<file path="src/rtl/prn_pkg.sv">
// Shared constants for the emulated printer port: register offsets,
// bit positions inside control and status, and fixed status values.
package prn_pkg;
    localparam int BYTE_W = 8;

    localparam logic [2:0] OFF_DATA = 3'd0;
    localparam logic [2:0] OFF_STAT = 3'd1;
    localparam logic [2:0] OFF_CTL  = 3'd2;

    localparam int C_STROBE = 0;
    localparam int C_INIT   = 2;
    localparam int C_SELECT = 3;
    localparam int C_IEN    = 4;

    localparam int S_ERROR  = 3;
    localparam int S_ONLINE = 4;
    localparam int S_ACK    = 6;
    localparam int S_BUSY   = 7;

    localparam logic [BYTE_W-1:0] STAT_RST  = 8'h80;
    localparam logic [BYTE_W-1:0] STAT_INIT = 8'hD8;
endpackage

</file>
<file path="src/rtl/prn_decode.sv">
// Address decode for the printer port register bus.
// What it does: turns one-cycle read and write strobes into per-register
// strobes, using only the low three address bits.
// Assumes: a read and a write never arrive in the same cycle; ADDR_W >= 3.
module prn_decode #(
    parameter int ADDR_W = 4
) (
    input  logic [ADDR_W-1:0] addr,
    input  logic              wr,
    input  logic              rd,
    output logic              wr_data,
    output logic              wr_ctl,
    output logic              rd_data,
    output logic              rd_stat,
    output logic              rd_ctl
);
    import prn_pkg::*;

    logic [2:0] off;

    // Keep only the low three address bits (address taken modulo 8).
    always_comb off = addr[2:0];

    // Produce the per-register strobes. Offsets 3..7 select nothing.
    always_comb begin
        wr_data = wr && (off == OFF_DATA);
        wr_ctl  = wr && (off == OFF_CTL);
        rd_data = rd && (off == OFF_DATA);
        rd_stat = rd && (off == OFF_STAT);
        rd_ctl  = rd && (off == OFF_CTL);
    end
endmodule

</file>
<file path="src/rtl/prn_engine.sv">
// Handshake engine for the emulated printer port.
// What it does: holds the data, control and status registers and the
// pending-interrupt flag. It applies the strobe/init/select rules on control
// writes against the old control value, emits the data byte on a strobe rising
// edge, and steps the ACK/BUSY handshake on each status read.
// Assumes: at most one of the strobe inputs is high in any cycle.
module prn_engine
    import prn_pkg::*;
(
    input  logic              clk,
    input  logic              rst_n,
    input  logic              wr_data,
    input  logic              wr_ctl,
    input  logic              rd_stat,
    input  logic [BYTE_W-1:0] wdata,
    output logic [BYTE_W-1:0] data_q,
    output logic [BYTE_W-1:0] stat_q,
    output logic [BYTE_W-1:0] ctl_q,
    output logic              pend_q,
    output logic              emit_v,
    output logic [BYTE_W-1:0] emit_b
);
    logic [BYTE_W-1:0] stat_n;
    logic              pend_n;
    logic              emit_n;

    // Work out the next status, pending flag and emit request from the old control value.
    always_comb begin
        stat_n = stat_q;
        pend_n = pend_q;
        emit_n = 1'b0;
        if (wr_ctl) begin
            if (!wdata[C_INIT]) begin
                stat_n = STAT_INIT;
            end else if (wdata[C_SELECT]) begin
                if (wdata[C_STROBE]) begin
                    stat_n[S_BUSY] = 1'b0;
                    emit_n = !ctl_q[C_STROBE];
                end else if (ctl_q[C_IEN]) begin
                    pend_n = 1'b1;
                end
            end
        end else if (rd_stat) begin
            pend_n = 1'b0;
            if (!stat_q[S_BUSY] && !ctl_q[C_STROBE]) begin
                if (stat_q[S_ACK]) begin
                    stat_n[S_ACK] = 1'b0;
                end else begin
                    stat_n[S_ACK]  = 1'b1;
                    stat_n[S_BUSY] = 1'b1;
                end
            end
        end
    end

    // Register state. Control is stored after the checks above have used its old value.
    always_ff @(posedge clk) begin
        if (!rst_n) begin
            data_q <= '0;
            stat_q <= STAT_RST;
            ctl_q  <= '0;
            pend_q <= 1'b0;
            emit_v <= 1'b0;
            emit_b <= '0;
        end else begin
            stat_q <= stat_n;
            pend_q <= pend_n;
            emit_v <= emit_n;
            if (emit_n) emit_b <= data_q;
            if (wr_data) data_q <= wdata;
            if (wr_ctl)  ctl_q  <= wdata;
        end
    end


    init_force_chk: assert property (@(posedge clk) disable iff (!rst_n)
        (wr_ctl && !wdata[C_INIT]) |=> (stat_q == STAT_INIT));


    busy_clear_chk: assert property (@(posedge clk) disable iff (!rst_n)
        (wr_ctl && wdata[C_INIT] && wdata[C_SELECT] && wdata[C_STROBE]) |=> !stat_q[S_BUSY]);


    single_pulse_chk: assert property (@(posedge clk) disable iff (!rst_n)
        emit_v |=> !emit_v);


    pend_needs_en_chk: assert property (@(posedge clk) disable iff (!rst_n)
        $rose(pend_q) |-> $past(ctl_q[C_IEN]));


    read_clears_pend_chk: assert property (@(posedge clk) disable iff (!rst_n)
        rd_stat |=> !pend_q);
endmodule

</file>
<file path="src/rtl/prn_port_regs.sv">
// Top of the emulated printer port register block.
// What it does: decodes the register bus, runs the handshake engine,
// registers read data one cycle after a read, and drives the level interrupt.
// Assumes: single-cycle bus with no simultaneous read and write.
module prn_port_regs #(
    parameter int ADDR_W = 4
) (
    input  logic              clk,
    input  logic              rst_n,
    input  logic [ADDR_W-1:0] bus_addr,
    input  logic              bus_wr,
    input  logic              bus_rd,
    input  logic [7:0]        bus_wdata,
    output logic [7:0]        rd_data,
    output logic              out_valid,
    output logic [7:0]        out_byte,
    output logic              irq
);
    import prn_pkg::*;

    logic              s_wr_data, s_wr_ctl, s_rd_data, s_rd_stat, s_rd_ctl;
    logic [BYTE_W-1:0] data_q, stat_q, ctl_q;
    logic              pend_q;

    prn_decode #(.ADDR_W(ADDR_W)) dec_i (
        .addr    (bus_addr),
        .wr      (bus_wr),
        .rd      (bus_rd),
        .wr_data (s_wr_data),
        .wr_ctl  (s_wr_ctl),
        .rd_data (s_rd_data),
        .rd_stat (s_rd_stat),
        .rd_ctl  (s_rd_ctl)
    );

    prn_engine eng_i (
        .clk     (clk),
        .rst_n   (rst_n),
        .wr_data (s_wr_data),
        .wr_ctl  (s_wr_ctl),
        .rd_stat (s_rd_stat),
        .wdata   (bus_wdata),
        .data_q  (data_q),
        .stat_q  (stat_q),
        .ctl_q   (ctl_q),
        .pend_q  (pend_q),
        .emit_v  (out_valid),
        .emit_b  (out_byte)
    );

    // Register the read data; unmapped offsets return zero; hold between reads.
    always_ff @(posedge clk) begin
        if (!rst_n) begin
            rd_data <= '0;
        end else if (bus_rd) begin
            if (s_rd_data)      rd_data <= data_q;
            else if (s_rd_stat) rd_data <= stat_q;
            else if (s_rd_ctl)  rd_data <= ctl_q;
            else                rd_data <= '0;
        end
    end

    // Interrupt level follows the pending flag gated by the stored enable.
    always_comb irq = pend_q && ctl_q[C_IEN];


    unmapped_zero_chk: assert property (@(posedge clk) disable iff (!rst_n)
        (bus_rd && (bus_addr[2:0] > 3'd2)) |=> (rd_data == '0));


    data_readback_chk: assert property (@(posedge clk) disable iff (!rst_n)
        (bus_rd && bus_addr[2:0] == OFF_DATA) |=> (rd_data == $past(data_q)));
endmodule

</file>
<file path="config.mk">
export PLATFORM = sky130hd
export DESIGN_NAME = prn_port_regs
export DESIGN_NICKNAME = d
export VERILOG_FILES = /design/src/rtl/prn_pkg.sv /design/src/rtl/prn_decode.sv /design/src/rtl/prn_engine.sv /design/src/rtl/prn_port_regs.sv
export SDC_FILE = /design/constraint.sdc
export NUM_CORES = 1
export LEC_CHECK = 0
export BUFFER_PORTS_ARGS = -buffer_cell sky130_fd_sc_hd__buf_2
export CORE_ASPECT_RATIO = 0.5
export CORE_MARGIN = 10
export CORE_UTILIZATION = 40
export CTS_CLUSTER_DIAMETER = 120
export DETAILED_ROUTE_END_ITERATION = 8
export PLACE_DENSITY = 0.67
export SYNTH_ARGS = -nofsm -noshare
export SYNTH_HDL_FRONTEND = slang
export SYNTH_SLANG_ARGS = --single-unit
</file>
<file path="constraint.sdc">
create_clock -name clk -period 1.2 [get_ports clk]
set_input_delay 0 -clock clk [delete_from_list [all_inputs] [get_ports clk]]
set_output_delay 0 -clock clk [all_outputs]
set_load 0.02 [all_outputs]
</file>
==> summary.txt, run 1 <==
Outcome
  – Status: finished with violations
  – Failing checks: setup timing

Placed design
  – Global placement routability congestion: about 0.78
  – Port Buffer Count: 32
  – Dpl ws: roughly 0.010 ns
  – DP Wirelength: between 3000 and 4000 um
  – Cell area after placement: 1950 um2
  – Dpl cells: 270

Synth
  – Number of register bits inferred by synthesis: 37
  – Mean Syn Cell Area: ~9.2 um2
  – YS warnings: 0
  – Post-Synthesis Cells: approximately 180
  – Synth unique cells: 34
  – Syn nets: just under 200
  – Mapped Area: roughly 1700 um2
  – Seq/Total Area, Yosys: 0.445

Min path
  – Type of the most critical hold path: in -> reg

Routing
  – # DRC: 0
  – WL per Instance: around 15 um
  – Vias: ~1400
  – Drt first-iter violations: 57
  – Vias per inst: roughly 5.0
  – DRT Wirelength: 4270 um
  – Initial DRT Pass Iterations: 4
  – Number of nets with antenna violations after routing: 0

Timing
  – Clock skew: 0.00805 ns
  – Max Clk Rate: a little over 800 MHz
  – Setup ws final: -0.00447 ns
  – RSZ-0062 raised after global routing: yes
  – Hold Worst Slack: 0.00977 ns
  – Setup tns final: -0.00447 ns
  – Max-slew violations: 0
  – Slew margin rel.: 0.818
  – Tcrit/Tclk final: 1.00
  – Worst-Margin Slew: ~0.27 ns
  – # setup viols final: 1
  – Fin. Hold Viols: 0
  – Min Tclk post-route: between 1 and 1.5 ns

Layout
  – Final #Nets: 249
  – Layout cells sized above 1: 0.266
  – Most frequent cells in the layout: 51 x nand2_1, 36 x dfxtp_1, 32 x buf_2
  – Design area: around 2200 um2
  – Fill count: 373
  – Non-Filler Instances: about 290
  – N_diodes: 0
  – Area growth syn-to-layout: 29.5%
  – Most common cell after layout, fill and taps aside: nand2_1

Clock tree
  – Worst skew pair latency: 0.29 ns
  – CTS tree: built
  – CTS buffer count: 5
  – CTS HTree Levels: 2
  – Clk sinks: 37
  – CTS Buffer Depth: 2
  – Clock slew seen by the registers of the worst setup and hold paths: 0.07 ns
  – Root buf cell: clkbuf_8

Floorplan
  – Row count: 16
  – Die height: around 66 um
  – Starting Density: 0.420
  – Core area: approximately 4000 um2
  – Ports: 34
  – Die W: approximately 110 um
  – Die Area: around 7300 um2

Worst setup path
  – Critical path cell sequence: nor4b_4 > buf_4 > clkbuf_16 > mux2i_1
  – Crit-path max FO: 5
  – Reg2Reg Launch Point: eng_i.ctl_q[0]
  – Worst EP required: around 1.4 ns
  – Worst reg2reg setup slack: -0.004 ns
  – Crit path DAT: around 1.4 ns
  – Critical path's slowest cell: dfxtp_4
  – Crit-path max cell delay: between 0.3 and 0.4 ns
  – Worst setup EP type: register
  – Worst reg2reg path depth: 4
  – Setup CP Type: reg -> reg
  – R2R Path End: eng_i.emit_b[2]
  – Worst setup SP type: register
  – Critical Path End: eng_i.emit_b[2]
  – CP Launch Point: eng_i.ctl_q[0]

Power
  – Leak: between 0.8 and 0.9 nW
  – Power Density: about 1100 nW/um2
  – Peak VDD IR: slightly above 400 uV

Job
  – Max cap viols: 0

Global routing
  – Vias in the first global route: roughly 1300
  – Antenna violations before repair: 0
  – GRT Util Overall: 0.110
  – Global-route wire length before repair: 6430 um
  – Largest net degree at the start of global routing: 22
  – GRT overflow: 0
timing repair:
item | CTS | global route
pin swaps | 1 | 1
setup buffers | 0 | 2
endpoints found under the setup margin | 5 | 8
hold buffers | 7 | 0
gates cloned | 0 | 1
hold endpoints to repair | 14 | 0
gates resized for setup | 0 | 2
flip-flops by register name (all words and copies together), names as in the netlist:
| name | cells |
|---|---|
| eng_i.data_q | 8 |
| eng_i.emit_v | 1 |
| eng_i.emit_b | 8 |
| eng_i.ctl_q | 8 |
| eng_i.pend_q | 1 |
| rd_data | 8 |
| eng_i.stat_q | 3 |
per-layer routing:
layer | up-vias | wire length [um] | GRT usage
met4 | 0 | 79 | 0.0621
met5 | - | 0 | 0
met2 | 40 | 1910 | 0.170
li1 | 726 | - | -
met3 | 9 | 232 | 0.0362
met1 | 665 | 2050 | 0.134
critical path: cells and delay by family, from the launching register on:
kind,cells,cell delay [ns]
flops,1,0.37
buf+inv,2,0.33
simple gates,1,0.26
mux,1,0.18
through the flow:
step | total power, mW | util
4_1_cts | 2.40 | 0.533
3_3_place_gp | 1.49 | 0.492
3_5_place_dp | 1.50 | 0.492
6_report | 2.38 | 0.544
2_1_floorplan | 1.41 | -
5_1_grt | 2.46 | 0.544
cell usage after synthesis:
cell type,number,share of area
and2_1,7,0.026
a21boi_0,2,0.0090
or4b_1,1,0.0060
dfxtp_1,37,0.45
o311ai_1,1,0.0053
a21boi_1,16,0.072
buf_2,2,0.0060
nor3_1,2,0.0060
inv_1,7,0.016
nor2_1,2,0.0045
nand2_1,51,0.12
nor4bb_1,1,0.0060
nand3_1,1,0.0030
o32a_1,1,0.0060
a32oi_1,1,0.0053
a21oi_1,1,0.0030
o21ai_0,2,0.0060
and3b_1,1,0.0053
clkbuf_1,6,0.014
or4_1,1,0.0045
o22ai_1,4,0.015
mux2i_1,12,0.072
o41ai_1,2,0.011
nand3b_1,1,0.0045
a22o_1,2,0.011
buf_6,1,0.0068
nor4_1,2,0.0075
or3b_1,1,0.0053
nor4b_4,2,0.029
buf_4,3,0.014
o2111a_1,1,0.0068
nand4bb_4,2,0.033
o2bb2ai_1,2,0.011
nor2b_1,3,0.011
power by group:
part / leakage [nW] / internal (mW) / switching (mW)
Clock: 0.0433 / 0.454 / 0.437
Sequential: 0.300 / 1.24 / 0.0132
Combinational: 0.506 / 0.113 / 0.122
Total: 0.849 / 1.81 / 0.571
cells by family after synthesis:
family	count (synthesis)	synth area share
DFF	37	0.445
buffers and inverters	19	0.0556
muxes	12	0.0722
and+or+nand+nor	78	0.267
AOI/OAI and AO/OA	35	0.160
final cells by class:
class,count,area [um2],share of cell area
tap,54,67.6,0.0314
clock buffer,6,82.6,0.0383
timing repair buffer,57,395,0.184
sequential,37,744,0.346
inverter,7,26.3,0.0122
clock inverter,1,7.51,0.00348
multi-input combinational,125,831,0.386
worst min-delay path by stage:
stage                     slack (ns)  cells past startpoint    startpoint              end
after CTS                      0.006                      3  bus_wdata[2]  eng_i.data_q[2]
after global placement          0.25                      3  bus_wdata[1]  eng_i.data_q[1]
after global routing            0.01                      3  bus_wdata[2]  eng_i.data_q[2]
final                           0.01                      3  bus_wdata[2]  eng_i.data_q[2]
after detailed placement        0.26                      3  bus_wdata[1]   eng_i.ctl_q[1]
after floorplan                 0.13                      2  bus_wdata[6]   eng_i.ctl_q[6]
(Power assumes the default switching activity.)
==> run 2, diff against run 1 <==
--- a/config.mk
+++ b/config.mk
@@ -11,7 +11,7 @@
 export CORE_UTILIZATION = 40
 export CTS_CLUSTER_DIAMETER = 120
 export DETAILED_ROUTE_END_ITERATION = 8
-export PLACE_DENSITY = 0.67
+export PLACE_DENSITY = 0.7
 export SYNTH_ARGS = -nofsm -noshare
 export SYNTH_HDL_FRONTEND = slang
 export SYNTH_SLANG_ARGS = --single-unit
==> constraint.sdc (replaced) <==
create_clock -name clk -period 1 [get_ports clk]
set_input_delay 0 -clock clk [delete_from_list [all_inputs] [get_ports clk]]
set_output_delay 0 -clock clk [all_outputs]
set_load 0.02 [all_outputs]
==> summary.txt, run 2 (synthesis gave the netlist of run 1 again) <==
Worst setup path
  – Crit path DAT: between 1 and 1.5 ns
  – Worst setup EP type: register
  – Setup CP Type: reg -> reg
  – Crit-path max FO: 2
  – Worst setup SP type: register
  – Worst EP required: about 1.2 ns
  – Worst reg2reg path depth: 2

Clock tree
  – CTS Buffer Depth: 2
  – CTS buffer count: 5
  – Clock slew seen by the registers of the worst setup and hold paths: around 0.070 ns
  – Root buf cell: clkbuf_8
  – Postcts setup bufs: 0
  – CTS HTree Levels: 2
  – CTS tree: built
  – Clk sinks: 37
  – Worst skew pair latency: 0.29 ns

Outcome
  – Status: finished with violations
  – Failing checks: setup timing

Floorplan
  – Die Area: ~7300 um2
  – Row count: 16
  – Die W: around 110 um
  – Die height: 65.6 um
  – Core area: just under 4000 um2
  – Starting Density: 0.420
  – Ports: 34

Timing
  – Clock skew: slightly below 0.005 ns
  – Setup tns final: -0.349 ns
  – RSZ-0062 raised after global routing: yes
  – Max-slew violations: 0
  – Worst-Margin Slew: between 0.3 and 0.4 ns
  – Max Clk Rate: 932 MHz
  – Slew margin rel.: 0.751
  – Setup ws final: -0.0732 ns
  – Min Tclk post-route: around 1.1 ns
  – Tcrit/Tclk final: 1.07
  – Fin. Hold Viols: 0
  – # setup viols final: 9

Routing
  – Vias: 1449
  – Initial DRT Pass Iterations: 4
  – Number of nets with antenna violations after routing: 0
  – # DRC: 0
  – DRT Wirelength: 4290 um
  – Drt first-iter violations: 74
  – Vias per inst: around 5
  – WL per Instance: 14.7 um

Placed design
  – DP Wirelength: 3190 um
  – Port Buffer Count: 32
  – Cell area after placement: just over 2000 um2
  – Global placement routability congestion: roughly 0.87

Power
  – Leak: a little under 0.9 nW
  – Peak VDD IR: between 500 and 600 uV
  – Power Density: between 1000 and 1500 nW/um2

Global routing
  – GRT overflow: 0
  – Antenna violations before repair: 0
  – Vias in the first global route: ~1400
  – Global-route wire length before repair: roughly 7000 um
  – Largest net degree at the start of global routing: 25
  – GRT Util Overall: 0.118

Layout
  – Design area: around 2200 um2
  – Fin util: 0.553
  – N_diodes: 0
  – Final #Nets: roughly 250
  – Most common cell after layout, fill and taps aside: nand2_1
  – Most frequent cells in the layout: 51 x nand2_1, 34 x dfxtp_1, 31 x buf_2
  – Layout cells sized above 1: 0.300
  – Area growth syn-to-layout: 31.8%

Min path
  – Type of the most critical hold path: in -> reg
  – Hold Path Depth: 3

Job
  – Max cap viols: 0
run 2: cell count changes in the layout (fill, tap and decap cells not counted), moves of 2 or more:
cell	delta
dlygate4sd3_1	-2
dfxtp_2	+3
nor3_1	-2
dfxtp_1	-2
buf_4	+7
nor3_2	+2
run 2: final timing paths:
kind              startpoint         endpoint  slack (ns)
max          eng_i.stat_q[7]  eng_i.stat_q[6]       -0.07
min             bus_wdata[2]  eng_i.data_q[2]        0.02
max reg2reg  eng_i.stat_q[7]  eng_i.stat_q[6]       -0.07
min reg2reg       rd_data[7]       rd_data[7]        0.45
run 2: report_power, final:
part | internal, mW | switching (mW)
sequential | 1.50 | 0.0169
combinational | 0.143 | 0.148
clock | 0.813 | 0.543
total | 2.45 | 0.708
run 2: cell type report:
type	count	area (um2)
flip-flops and latches	37	744
inverters	7	26.3
fillers	370	1770
clock buffers	7	86.3
multi-input cells	125	841
clock inverters	1	30.0
repair buffers	60	398
well taps	54	67.6
run 2: worst max-delay path: stages (launching register included):
cell      delay (ns)
dfxtp_1         0.32
or4_1           0.51
o2111a_1        0.14
run 2: metal layers:
metal / GRT usage / part of all wire / up-vias
met2: 0.172 / 0.43 / 48
met3: 0.0371 / 0.067 / 9
met1: 0.156 / 0.49 / 656
li1: - / - / 736
met5: 0 / 0 / -
met4: 0.0510 / 0.014 / 0
run 2: what timing repair did:
item	in CTS	in global routing
setup endpoints to repair	10	14
hold endpoints to repair	10	0
resized for setup	1	3
hold buffers	5	0
run 2: metrics by stage:
stage	instances	total power, mW	setup slack, ns	hold WS (ns)
after floorplan	181	1.69	-0.0895	0.127
after global placement	278	1.81	-0.159	0.249
after detailed placement	278	1.81	-0.172	0.258
after CTS	291	3.16	-0.0688	0.00896
after global routing	291	3.26	-0.102	0.0197
final	291	3.16	-0.0732	0.0199
==> run 3, diff against run 2 <==
--- a/config.mk
+++ b/config.mk
@@ -11,6 +11,7 @@
 export CORE_UTILIZATION = 40
 export CTS_CLUSTER_DIAMETER = 120
 export DETAILED_ROUTE_END_ITERATION = 8
+export HOLD_SLACK_MARGIN = 0.08
 export PLACE_DENSITY = 0.7
 export SYNTH_ARGS = -nofsm -noshare
 export SYNTH_HDL_FRONTEND = slang
==> summary.txt, run 3 (synthesis gave the netlist of run 1 again) <==
Outcome
  – Status: finished with violations
  – Failing checks: setup timing

Routing
  – Vias per inst: between 4 and 5
  – Highest metal used: met4
  – Number of nets with antenna violations after routing: 0
  – Metal2 WL: 1890 um
  – WL per Instance: ~15 um
  – Vias: 1451
  – DRT Wirelength: between 4000 and 5000 um
  – Met1 wire length: between 2000 and 2500 um
  – Initial DRT Pass Iterations: 4
  – Length of routed met3 wiring: roughly 230 um
  – # DRC: 0
  – Drt first-iter violations: between 70 and 80

Layout
  – Area growth syn-to-layout: 33.8%
  – N_diodes: 0
  – Layout cells sized above 1: 0.305
  – Fill count: 370
  – Most frequent cells in the layout: 51 x nand2_1, 34 x dfxtp_1, 30 x buf_2
  – Non-Filler Instances: approximately 290
  – Final #Nets: between 200 and 300
  – Most common cell after layout, fill and taps aside: nand2_1

Worst setup path
  – Worst setup SP type: register
  – Worst setup EP type: register
  – Worst EP required: 1.18 ns
  – Crit path DAT: ~1.3 ns
  – Setup CP Type: reg -> reg
  – Crit-path max FO: 4

Floorplan
  – Die W: 111 um
  – Row count: 16
  – Core area: 3960 um2
  – Die height: around 66 um
  – Starting Density: 0.420
  – Ports: 34
  – Die Area: 7300 um2

Clock tree
  – CTS tree: built
  – CTS HTree Levels: 2
  – CTS buffer count: 5
  – Worst skew pair latency: between 0.2 and 0.3 ns
  – Postcts setup bufs: 0
  – Clock slew seen by the registers of the worst setup and hold paths: ~0.07 ns
  – Clk sinks: 37
  – CTS Buffer Depth: 2
  – Root buf cell: clkbuf_8

Timing
  – Slew margin rel.: 0.753
  – Max Clk Rate: 933 MHz
  – Clock skew: between 0.005 and 0.006 ns
  – Tcrit/Tclk final: 1.07
  – Min Tclk post-route: around 1.1 ns
  – Max-slew violations: 0
  – Setup ws final: -0.0716 ns
  – RSZ-0062 raised after global routing: yes
  – Worst-Margin Slew: between 0.3 and 0.4 ns
  – # setup viols final: 9
  – Fin. Hold Viols: 0

Power
  – Peak VDD IR: roughly 580 uV
  – Leak: between 0.8 and 0.9 nW
  – Power Density: roughly 1400 nW/um2
  – Overall Power: 3.17 mW

Placed design
  – DP Wirelength: between 3000 and 4000 um
  – Dpl cells: roughly 280
  – Port Buffer Count: 32
  – Global placement routability congestion: around 0.87

Global routing
  – GRT overflow: 0
  – GRT Util Overall: 0.118
  – Vias in the first global route: 1376
  – Largest net degree at the start of global routing: 25
  – Antenna violations before repair: 0
  – Global-route wire length before repair: around 7000 um

Job
  – Max cap viols: 0

Min path
  – Type of the most critical hold path: in -> reg
[run 3: cell type report]
| type | count | area [um2] | share of cell area |
|---|---|---|---|
| Clock buffer | 7 | 86.3 | 0.0388 |
| Clock inverter | 1 | 30.0 | 0.0135 |
| Inverter | 7 | 26.3 | 0.0118 |
| Multi-Input combinational cell | 125 | 851 | 0.382 |
| Sequential cell | 37 | 744 | 0.334 |
| Tap cell | 54 | 67.6 | 0.0304 |
| Timing Repair Buffer | 62 | 420 | 0.189 |
[run 3: critical path, cell delays in order, from the launching register on]
cell      delay, ns
dfxtp_2        0.35
or4_1          0.48
o2111a_1       0.14
[run 3: through the flow]
stage | utilization | TNS [ns] | worst slack, ns | area (um2) | hold WS [ns]
3_5_place_dp | 0.508 | -3.06 | -0.172 | 2010 | 0.258
4_1_cts | 0.555 | -0.404 | -0.0688 | 2200 | 0.0884
5_1_grt | 0.562 | -0.828 | -0.102 | 2230 | 0.0850
2_1_floorplan | - | -0.0895 | -0.0895 | 1670 | 0.127
3_3_place_gp | 0.508 | -2.61 | -0.159 | 2010 | 0.249
6_report | 0.562 | -0.351 | -0.0716 | 2230 | 0.0910
[run 3: report_power, final]
group	internal, mW	switching (mW)	leakage, nW	total (mW)
Sequential	1.50	0.0168	0.300	1.51
Clock	0.813	0.544	0.0585	1.36
Combinational	0.150	0.152	0.536	0.302
[run 3: layer usage]
metal,up-vias,global-route usage
met1,669,0.156
met4,0,0.0510
met3,9,0.0362
met5,-,0
li1,741,-
met2,32,0.173
[run 3: path summary, 6_finish.rpt]
path                  start              end  slack, ns  cells after the start
max          eng_i.ctl_q[0]  eng_i.stat_q[6]      -0.07                      2
min            bus_wdata[3]  eng_i.data_q[3]       0.09                      4
max reg2reg  eng_i.ctl_q[0]  eng_i.stat_q[6]      -0.07                      2
min reg2reg      rd_data[7]       rd_data[7]       0.45                      2
[run 3: repair_timing]
| action | 4_1_cts | 5_1_grt |
|---|---|---|
| endpoints found under the hold margin | 12 | 0 |
| setup endpoints to repair | 10 | 16 |
| hold buffers | 7 | 0 |
| resized for setup | 1 | 6 |
